File: src/rtl/rxf_pkg.sv
package rxf_pkg;
  localparam int unsigned WORD_W   = 32;
  localparam int unsigned STD_ID_W = 11;
  localparam int unsigned EXT_ID_W = 29;
  localparam int unsigned LEN_W    = 4;
  localparam int unsigned BYTE_W   = 8;

  // A frame word and the set of its bits that take part in a compare
  typedef struct packed {
    logic [WORD_W-1:0] bits;
    logic [WORD_W-1:0] care;
  } rxf_probe_t;

  // Every cared bit must either be masked off or equal the code bit
  function automatic logic probe_hit(rxf_probe_t p, logic [WORD_W-1:0] code,
                                     logic [WORD_W-1:0] mask);
    return &(~p.care | mask | ~(p.bits ^ code));
  endfunction

  // A data byte is compared only on a data frame whose length reaches it
  function automatic logic byte_live(logic [LEN_W-1:0] len, logic rtr,
                                     int unsigned idx);
    return !rtr && (32'(len) > idx);
  endfunction
endpackage

File: src/rtl/rxf_regs.sv
module rxf_regs
  import rxf_pkg::*;
#(
  parameter logic [WORD_W-1:0] CODE_RST = '0,
  parameter logic [WORD_W-1:0] MASK_RST = '1,
  parameter logic              MODE_RST = 1'b0
) (
  input  logic              clk,
  input  logic              rst_n,
  input  logic              code_we,
  input  logic              mask_we,
  input  logic              mode_we,
  input  logic [WORD_W-1:0] wdata,
  output logic [WORD_W-1:0] code_q,
  output logic [WORD_W-1:0] mask_q,
  output logic              single_q
);
  always_ff @(posedge clk or negedge rst_n) begin
    if (!rst_n) begin
      code_q   <= CODE_RST;
      mask_q   <= MASK_RST;
      single_q <= MODE_RST;
    end else begin
      if (code_we) code_q   <= wdata;
      if (mask_we) mask_q   <= wdata;
      if (mode_we) single_q <= wdata[0];
    end
  end
endmodule

File: src/rtl/rxf_single_match.sv
module rxf_single_match
  import rxf_pkg::*;
(
  input  logic [EXT_ID_W-1:0] id,
  input  logic                ext,
  input  logic                rtr,
  input  logic [BYTE_W-1:0]   db0,
  input  logic [BYTE_W-1:0]   db1,
  input  logic                live0,
  input  logic                live1,
  input  logic [WORD_W-1:0]   code,
  input  logic [WORD_W-1:0]   mask,
  output logic                hit
);
  localparam int unsigned STD_ID_LSB = WORD_W - STD_ID_W;   // 21
  localparam int unsigned STD_RTR    = STD_ID_LSB - 1;      // 20
  localparam int unsigned DB0_LSB    = BYTE_W;              // 8
  localparam int unsigned EXT_ID_LSB = WORD_W - EXT_ID_W;   // 3
  localparam int unsigned EXT_RTR    = EXT_ID_LSB - 1;      // 2

  rxf_probe_t probe;

  always_comb begin
    probe = '0;
    if (ext) begin
      probe.bits[EXT_ID_LSB +: EXT_ID_W] = id;
      probe.care[EXT_ID_LSB +: EXT_ID_W] = '1;
      probe.bits[EXT_RTR]                = rtr;
      probe.care[EXT_RTR]                = 1'b1;
    end else begin
      probe.bits[STD_ID_LSB +: STD_ID_W] = id[STD_ID_W-1:0];
      probe.care[STD_ID_LSB +: STD_ID_W] = '1;
      probe.bits[STD_RTR]                = rtr;
      probe.care[STD_RTR]                = 1'b1;
      probe.bits[DB0_LSB +: BYTE_W]      = db0;
      probe.care[DB0_LSB +: BYTE_W]      = {BYTE_W{live0}};
      probe.bits[0 +: BYTE_W]            = db1;
      probe.care[0 +: BYTE_W]            = {BYTE_W{live1}};
    end
  end

  assign hit = probe_hit(probe, code, mask);
endmodule

File: src/rtl/rxf_dual_match.sv
module rxf_dual_match
  import rxf_pkg::*;
#(
  parameter int unsigned ID_LSB   = 21,
  parameter int unsigned RTR_POS  = 20,
  parameter bit          USE_DATA = 1'b1
) (
  input  logic [STD_ID_W-1:0] id11,
  input  logic                rtr,
  input  logic [BYTE_W-1:0]   db0,
  input  logic                live0,
  input  logic [WORD_W-1:0]   code,
  input  logic [WORD_W-1:0]   mask,
  output logic                hit
);
  localparam int unsigned NIB_W  = BYTE_W / 2;
  localparam int unsigned HI_LSB = 16;
  localparam int unsigned LO_LSB = 0;

  rxf_probe_t probe;

  generate
    if (USE_DATA) begin : g_data
      always_comb begin
        probe = '0;
        probe.bits[ID_LSB +: STD_ID_W] = id11;
        probe.care[ID_LSB +: STD_ID_W] = '1;
        probe.bits[RTR_POS]            = rtr;
        probe.care[RTR_POS]            = 1'b1;
        probe.bits[HI_LSB +: NIB_W]    = db0[BYTE_W-1:NIB_W];
        probe.care[HI_LSB +: NIB_W]    = {NIB_W{live0}};
        probe.bits[LO_LSB +: NIB_W]    = db0[NIB_W-1:0];
        probe.care[LO_LSB +: NIB_W]    = {NIB_W{live0}};
      end
    end else begin : g_nodata
      logic unused_data;
      assign unused_data = ^{db0, live0};
      always_comb begin
        probe = '0;
        probe.bits[ID_LSB +: STD_ID_W] = id11;
        probe.care[ID_LSB +: STD_ID_W] = '1;
        probe.bits[RTR_POS]            = rtr;
        probe.care[RTR_POS]            = 1'b1;
      end
    end
  endgenerate

  assign hit = probe_hit(probe, code, mask);
endmodule

File: src/rtl/rxhdr_accept_filter.sv
module rxhdr_accept_filter
  import rxf_pkg::*;
#(
  parameter int unsigned N_DUAL = 2
) (
  input  logic                clk,
  input  logic                rst_n,
  input  logic                cfg_code_we,
  input  logic                cfg_mask_we,
  input  logic                cfg_mode_we,
  input  logic [WORD_W-1:0]   cfg_wdata,
  input  logic                hdr_valid,
  input  logic [EXT_ID_W-1:0] hdr_id,
  input  logic                hdr_ext,
  input  logic                hdr_rtr,
  input  logic [LEN_W-1:0]    hdr_len,
  input  logic [BYTE_W-1:0]   hdr_db0,
  input  logic [BYTE_W-1:0]   hdr_db1,
  output logic                res_done,
  output logic                res_accept
);
  localparam int unsigned EXT_TOP_LSB = EXT_ID_W - STD_ID_W; // 18

  logic [WORD_W-1:0]   code_q, mask_q;
  logic                single_q;
  logic                live0, live1;
  logic [STD_ID_W-1:0] id_narrow;
  logic                single_hit;
  logic [N_DUAL-1:0]   dual_hit;
  logic                frame_hit;

  rxf_regs u_regs (
    .clk     (clk),
    .rst_n   (rst_n),
    .code_we (cfg_code_we),
    .mask_we (cfg_mask_we),
    .mode_we (cfg_mode_we),
    .wdata   (cfg_wdata),
    .code_q  (code_q),
    .mask_q  (mask_q),
    .single_q(single_q)
  );

  assign live0     = byte_live(hdr_len, hdr_rtr, 0);
  assign live1     = byte_live(hdr_len, hdr_rtr, 1);
  assign id_narrow = hdr_ext ? hdr_id[EXT_TOP_LSB +: STD_ID_W] : hdr_id[STD_ID_W-1:0];

  rxf_single_match u_single (
    .id   (hdr_id),
    .ext  (hdr_ext),
    .rtr  (hdr_rtr),
    .db0  (hdr_db0),
    .db1  (hdr_db1),
    .live0(live0),
    .live1(live1),
    .code (code_q),
    .mask (mask_q),
    .hit  (single_hit)
  );

  // Filter g sits 16 bits below filter g-1; only the first one checks data
  genvar g;
  generate
    for (g = 0; g < N_DUAL; g++) begin : g_dual
      rxf_dual_match #(
        .ID_LSB  (WORD_W - STD_ID_W - 16 * g),
        .RTR_POS (WORD_W - STD_ID_W - 1 - 16 * g),
        .USE_DATA(g == 0)
      ) u_flt (
        .id11 (id_narrow),
        .rtr  (hdr_rtr),
        .db0  (hdr_db0),
        .live0(live0),
        .code (code_q),
        .mask (mask_q),
        .hit  (dual_hit[g])
      );
    end
  endgenerate

  assign frame_hit = single_q ? single_hit : |dual_hit;

  always_ff @(posedge clk or negedge rst_n) begin
    if (!rst_n) begin
      res_done   <= 1'b0;
      res_accept <= 1'b0;
    end else begin
      res_done <= hdr_valid;
      if (hdr_valid) res_accept <= frame_hit;
    end
  end
endmodule

File: config.mk
export PLATFORM = sky130hd
export DESIGN_NAME = rxhdr_accept_filter
export DESIGN_NICKNAME = d
export VERILOG_FILES = /design/src/rtl/rxf_pkg.sv /design/src/rtl/rxf_regs.sv /design/src/rtl/rxf_single_match.sv /design/src/rtl/rxf_dual_match.sv /design/src/rtl/rxhdr_accept_filter.sv
export SDC_FILE = /design/constraint.sdc
export NUM_CORES = 1
export LEC_CHECK = 0
export BUFFER_PORTS_ARGS = -buffer_cell sky130_fd_sc_hd__buf_2
export CAP_MARGIN = 20
export CORE_ASPECT_RATIO = 1.4
export CORE_MARGIN = 8
export CORE_UTILIZATION = 48
export CTS_CLUSTER_DIAMETER = 150
export CTS_CLUSTER_SIZE = 28
export DETAILED_ROUTE_END_ITERATION = 10
export PLACE_DENSITY = 0.73
export SLEW_MARGIN = 20
export SYNTH_ARGS = -nofsm -noshare
export SYNTH_HDL_FRONTEND = slang
export SYNTH_SLANG_ARGS = --single-unit
File: constraint.sdc
create_clock -name clk -period 1.3 [get_ports clk]
set_input_delay 0 -clock clk [delete_from_list [all_inputs] [get_ports clk]]
set_output_delay 0 -clock clk [all_outputs]
set_load 0.01 [all_outputs]
==> parameters.txt <==
Parameter                              Value

Floorplan
  Die Footprint    0.0105 mm²
  Die Ht    118 µm
  Effective utilization at floorplan    49.1%
  Total I/O pin count    91
  Die boundary width    89.1 µm
  Area of the core    0.00731 mm²
  Number of rows created at floorplan    37

Logic synthesis
  Net count after synthesis    365
  FF+latch count, synth    67
  Distinct cell type count after synthesis    30
  Summed instance area of the synthesized netlist    0.00359 mm²
  Average instance area after synthesis    13.0 µm²
  Yosys synthesis warning count    0
  Fraction of the yosys area taken by sequential cells    47.8%
  Synth Instances    276

Min path
  Start point of the worst hold path    cfg_code_we
  Capture endpoint of the worst hold path    u_regs.code_q[22]
  Class of the worst hold path    in2reg
  Hold path cells    3

Critical path
  Data required time of the critical path    1.58 ns
  CP max stage cell    or4_1
  R2r startpoint    u_regs.code_q[18]
  Worst setup slack for register-to-register paths    -0.27 ns
  Kind of end point of the critical path    register
  Ordered list of cells on the worst path    xnor2_1, o22ai_1, or4_1, a21oi_1, a31oi_1, o21ai_1
  Number of cells on the worst reg-to-reg path    6
  Worst path arrival time    1.85 ns
  Worst reg2reg endpoint    res_accept
  Type of the setup path with the least slack    reg2reg
  Largest stage delay, worst path    0.52 ns
  Crit path buf inv count    0
  Largest delay contributor family on the critical path    simple AND/OR/NAND/NOR gates
  Peak fanout along the critical path    2
  Kind of launch point of the worst setup path    register

Power
  Total leakage power    2.25 nW
  Cell internal pwr    4.29 mW
  Proportion of total power due to net switching    25.5%
  Total power per unit cell area    1150 mW/mm²
  Worst vdd ir    0.000800 V
  Combinational share of power    21.9%
  Part of the total power dissipated in the clock network    34.0%
  Switching power summed over all nets    1.46 mW
  Sequential group share of total power    44.1%

Routing
  Count of routing violations after the opening detailed-route iteration    122
  Via/cell ratio    5.23
  Total vias in the final route    2812
  DRC violation count after routing    0
  Routed wire length    9600 µm
  Drt pass-1 iters    4
  Final ANT Viol Nets    0
  Wire length per cell    17.8 µm

Final layout
  Top library cells by usage in the layout, fill and taps aside    buf_2, mux2_2, dlygate4sd3_1, dfrtp_1, buf_4
  Most common cell after layout, fill and taps aside    buf_2
  Cell area after layout    0.00499 mm²
  Number of nets in the finished design    525
  Proportion of layout cells with a drive suffix above 1    54.9%
  Final core utilization    68.3%
  Total inserted antenna cells    0
  Area Overhead vs Synth    39.1%

Place
  Port-buffer cells    90
  Instance area after placement    0.00442 mm²
  Gpl congestion    0.818
  Post-DP HPWL    7240 µm

Clock tree
  Later-pin clock latency in the skew report    0.34 ns
  Clock root cell    clkbuf_8
  Postcts setup bufs    0
  Number of cells upsized or downsized after cts    0
  Number of H-tree branching levels    3
  Clock tree from TritonCTS    built
  Number of clock sinks    67
  Clock Tree Buf Depth    2
  Cts bufs inserted    9
  Clock-pin slew on the worst setup and hold paths    0.08 ns

Timing
  Ratio of final minimum period to clock period    121%
  Final hold slack    0.180 ns
  Time the worst path needs with I/O delays and setup    1.57 ns
  Slack of the critical path    -0.275 ns
  Normalized max-slew margin    76.0%
  Clock Skews    0.00489 ns
  RSZ-0062 raised after global routing    yes
  Final count of pins violating max slew    0
  Sum of negative setup slack    -0.275 ns
  Maximum clock frequency    635 MHz
  Measured slew at the worst slew-check pin    0.360 ns
  Endpoints failing hold    0
  Total setup violations reported at the end of the flow    1

Outcome
  Outcome    finished with violations
  Violations in the final reports    setup timing

GRT
  Overflow left after global routing    0
  Largest net degree at the start of global routing    68
  Total global-route track usage    18.6%
  First-pass GRT wire length    14900 µm
  Vias in the first global route    3130
  Initial antenna violation count    0

Run
  Max-capacitance violation count    0
-- registers in the layout, indices dropped and copies added (netlist names) --
| signal | count |
|---|---|
| res_accept | 1 |
| res_done | 1 |
| u_regs.code_q | 32 |
| u_regs.mask_q | 32 |
| u_regs.single_q | 1 |
-- logic make-up after synthesis --
logic type,synth area share (%)
AOI/OAI and AO/OA,6.34
buffers and inverters,2.19
muxes,29.8
and+or+nand+nor,2.65
xor gates and xnor gates,11.2
DFF,47.8
-- per-layer routing --
metal / global-route usage [%] / routed length [µm] / vias to the layer above
met4: 8.05 / 278 / 0
met5: 0 / 0 / -
met3: 4.99 / 427 / 23
met1: 20.4 / 3710 / 1392
li1: - / - / 1324
met2: 32.2 / 5180 / 73
-- final cells by class --
cell class                      count  area (µm²)
Clock buffer                       12         155
Clock inverter                      4        72.6
Fill cell                         593        2320
Inverter                            1        3.75
Multi-Input combinational cell    195        1800
Sequential cell                    67        1720
Tap cell                           97         121
Timing Repair Buffer              162        1130
-- synth_stat cells --
cell type / number / area share, %
mux2_2: 65 / 20
dfrtp_1: 35 / 24
dfstp_2: 32 / 23
mux2i_1: 31 / 8.6
xor2_1: 30 / 7.3
o22ai_1: 17 / 3.0
xnor2_1: 16 / 3.9
buf_1: 6 / 0.63
nor2_1: 6 / 0.63
nor2b_1: 6 / 1.0
a21oi_1: 3 / 0.42
buf_6: 3 / 0.94
clkbuf_1: 3 / 0.31
o21ai_0: 3 / 0.42
mux2i_2: 2 / 0.77
o221ai_1: 2 / 0.49
o22a_1: 2 / 0.49
o32ai_1: 2 / 0.49
a31oi_1: 1 / 0.17
buf_4: 1 / 0.21
inv_1: 1 / 0.10
nand2_1: 1 / 0.10
nor3_1: 1 / 0.14
nor4_1: 1 / 0.17
nor4_2: 1 / 0.35
o2111a_1: 1 / 0.31
o2111ai_1: 1 / 0.24
o211ai_1: 1 / 0.21
o21ai_1: 1 / 0.14
or4_1: 1 / 0.21
-- power groups by stage --
stage	Sequential [mW]	Combinational [mW]	Clock, mW
finish	2.54	1.26	1.96
global route	2.56	1.36	2.08
CTS	2.54	1.27	1.99
detailed placement	2.57	1.18	0
global placement	2.56	1.16	0
floorplan	2.53	0.680	0
-- stage by stage --
stage / cells / worst slack (ns) / power, mW
3_5_place_dp: 487 / -0.309 / 3.75
5_1_grt: 538 / -0.379 / 6.00
2_1_floorplan: 276 / -0.157 / 3.21
4_1_cts: 538 / -0.273 / 5.80
6_report: 538 / -0.275 / 5.75
3_3_place_gp: 487 / -0.306 / 3.72
-- timing repair --
action / in CTS / in global routing
setup endpoints to repair: 1 / 1
hold endpoints to repair: 133 / 0
hold buffers: 35 / 0
pin swaps: 0 / 0
-- worst register-to-register path, delay by kind of cell (launching register included) --
| kind | cells | cell delay, ns |
|---|---|---|
| AND/OR/NAND/NOR | 1 | 0.52 |
| flip-flops | 1 | 0.41 |
| AO/OA/AOI/OAI | 4 | 0.42 |
| XOR/XNOR | 1 | 0.15 |
-- how the worst max path moves through the flow --
stage / endpoint / cells past startpoint / startpoint / slack (ns)
CTS: res_accept / 6 / u_regs.code_q[18] / -0.27
global route: res_accept / 6 / u_regs.code_q[1] / -0.38
global placement: res_accept / 9 / hdr_ext / -0.31
floorplan: res_accept / 6 / u_regs.code_q[16] / -0.16
finish: res_accept / 6 / u_regs.code_q[18] / -0.27
detailed placement: res_accept / 9 / hdr_ext / -0.31
Note: power is estimated with default switching activity, not from simulation.
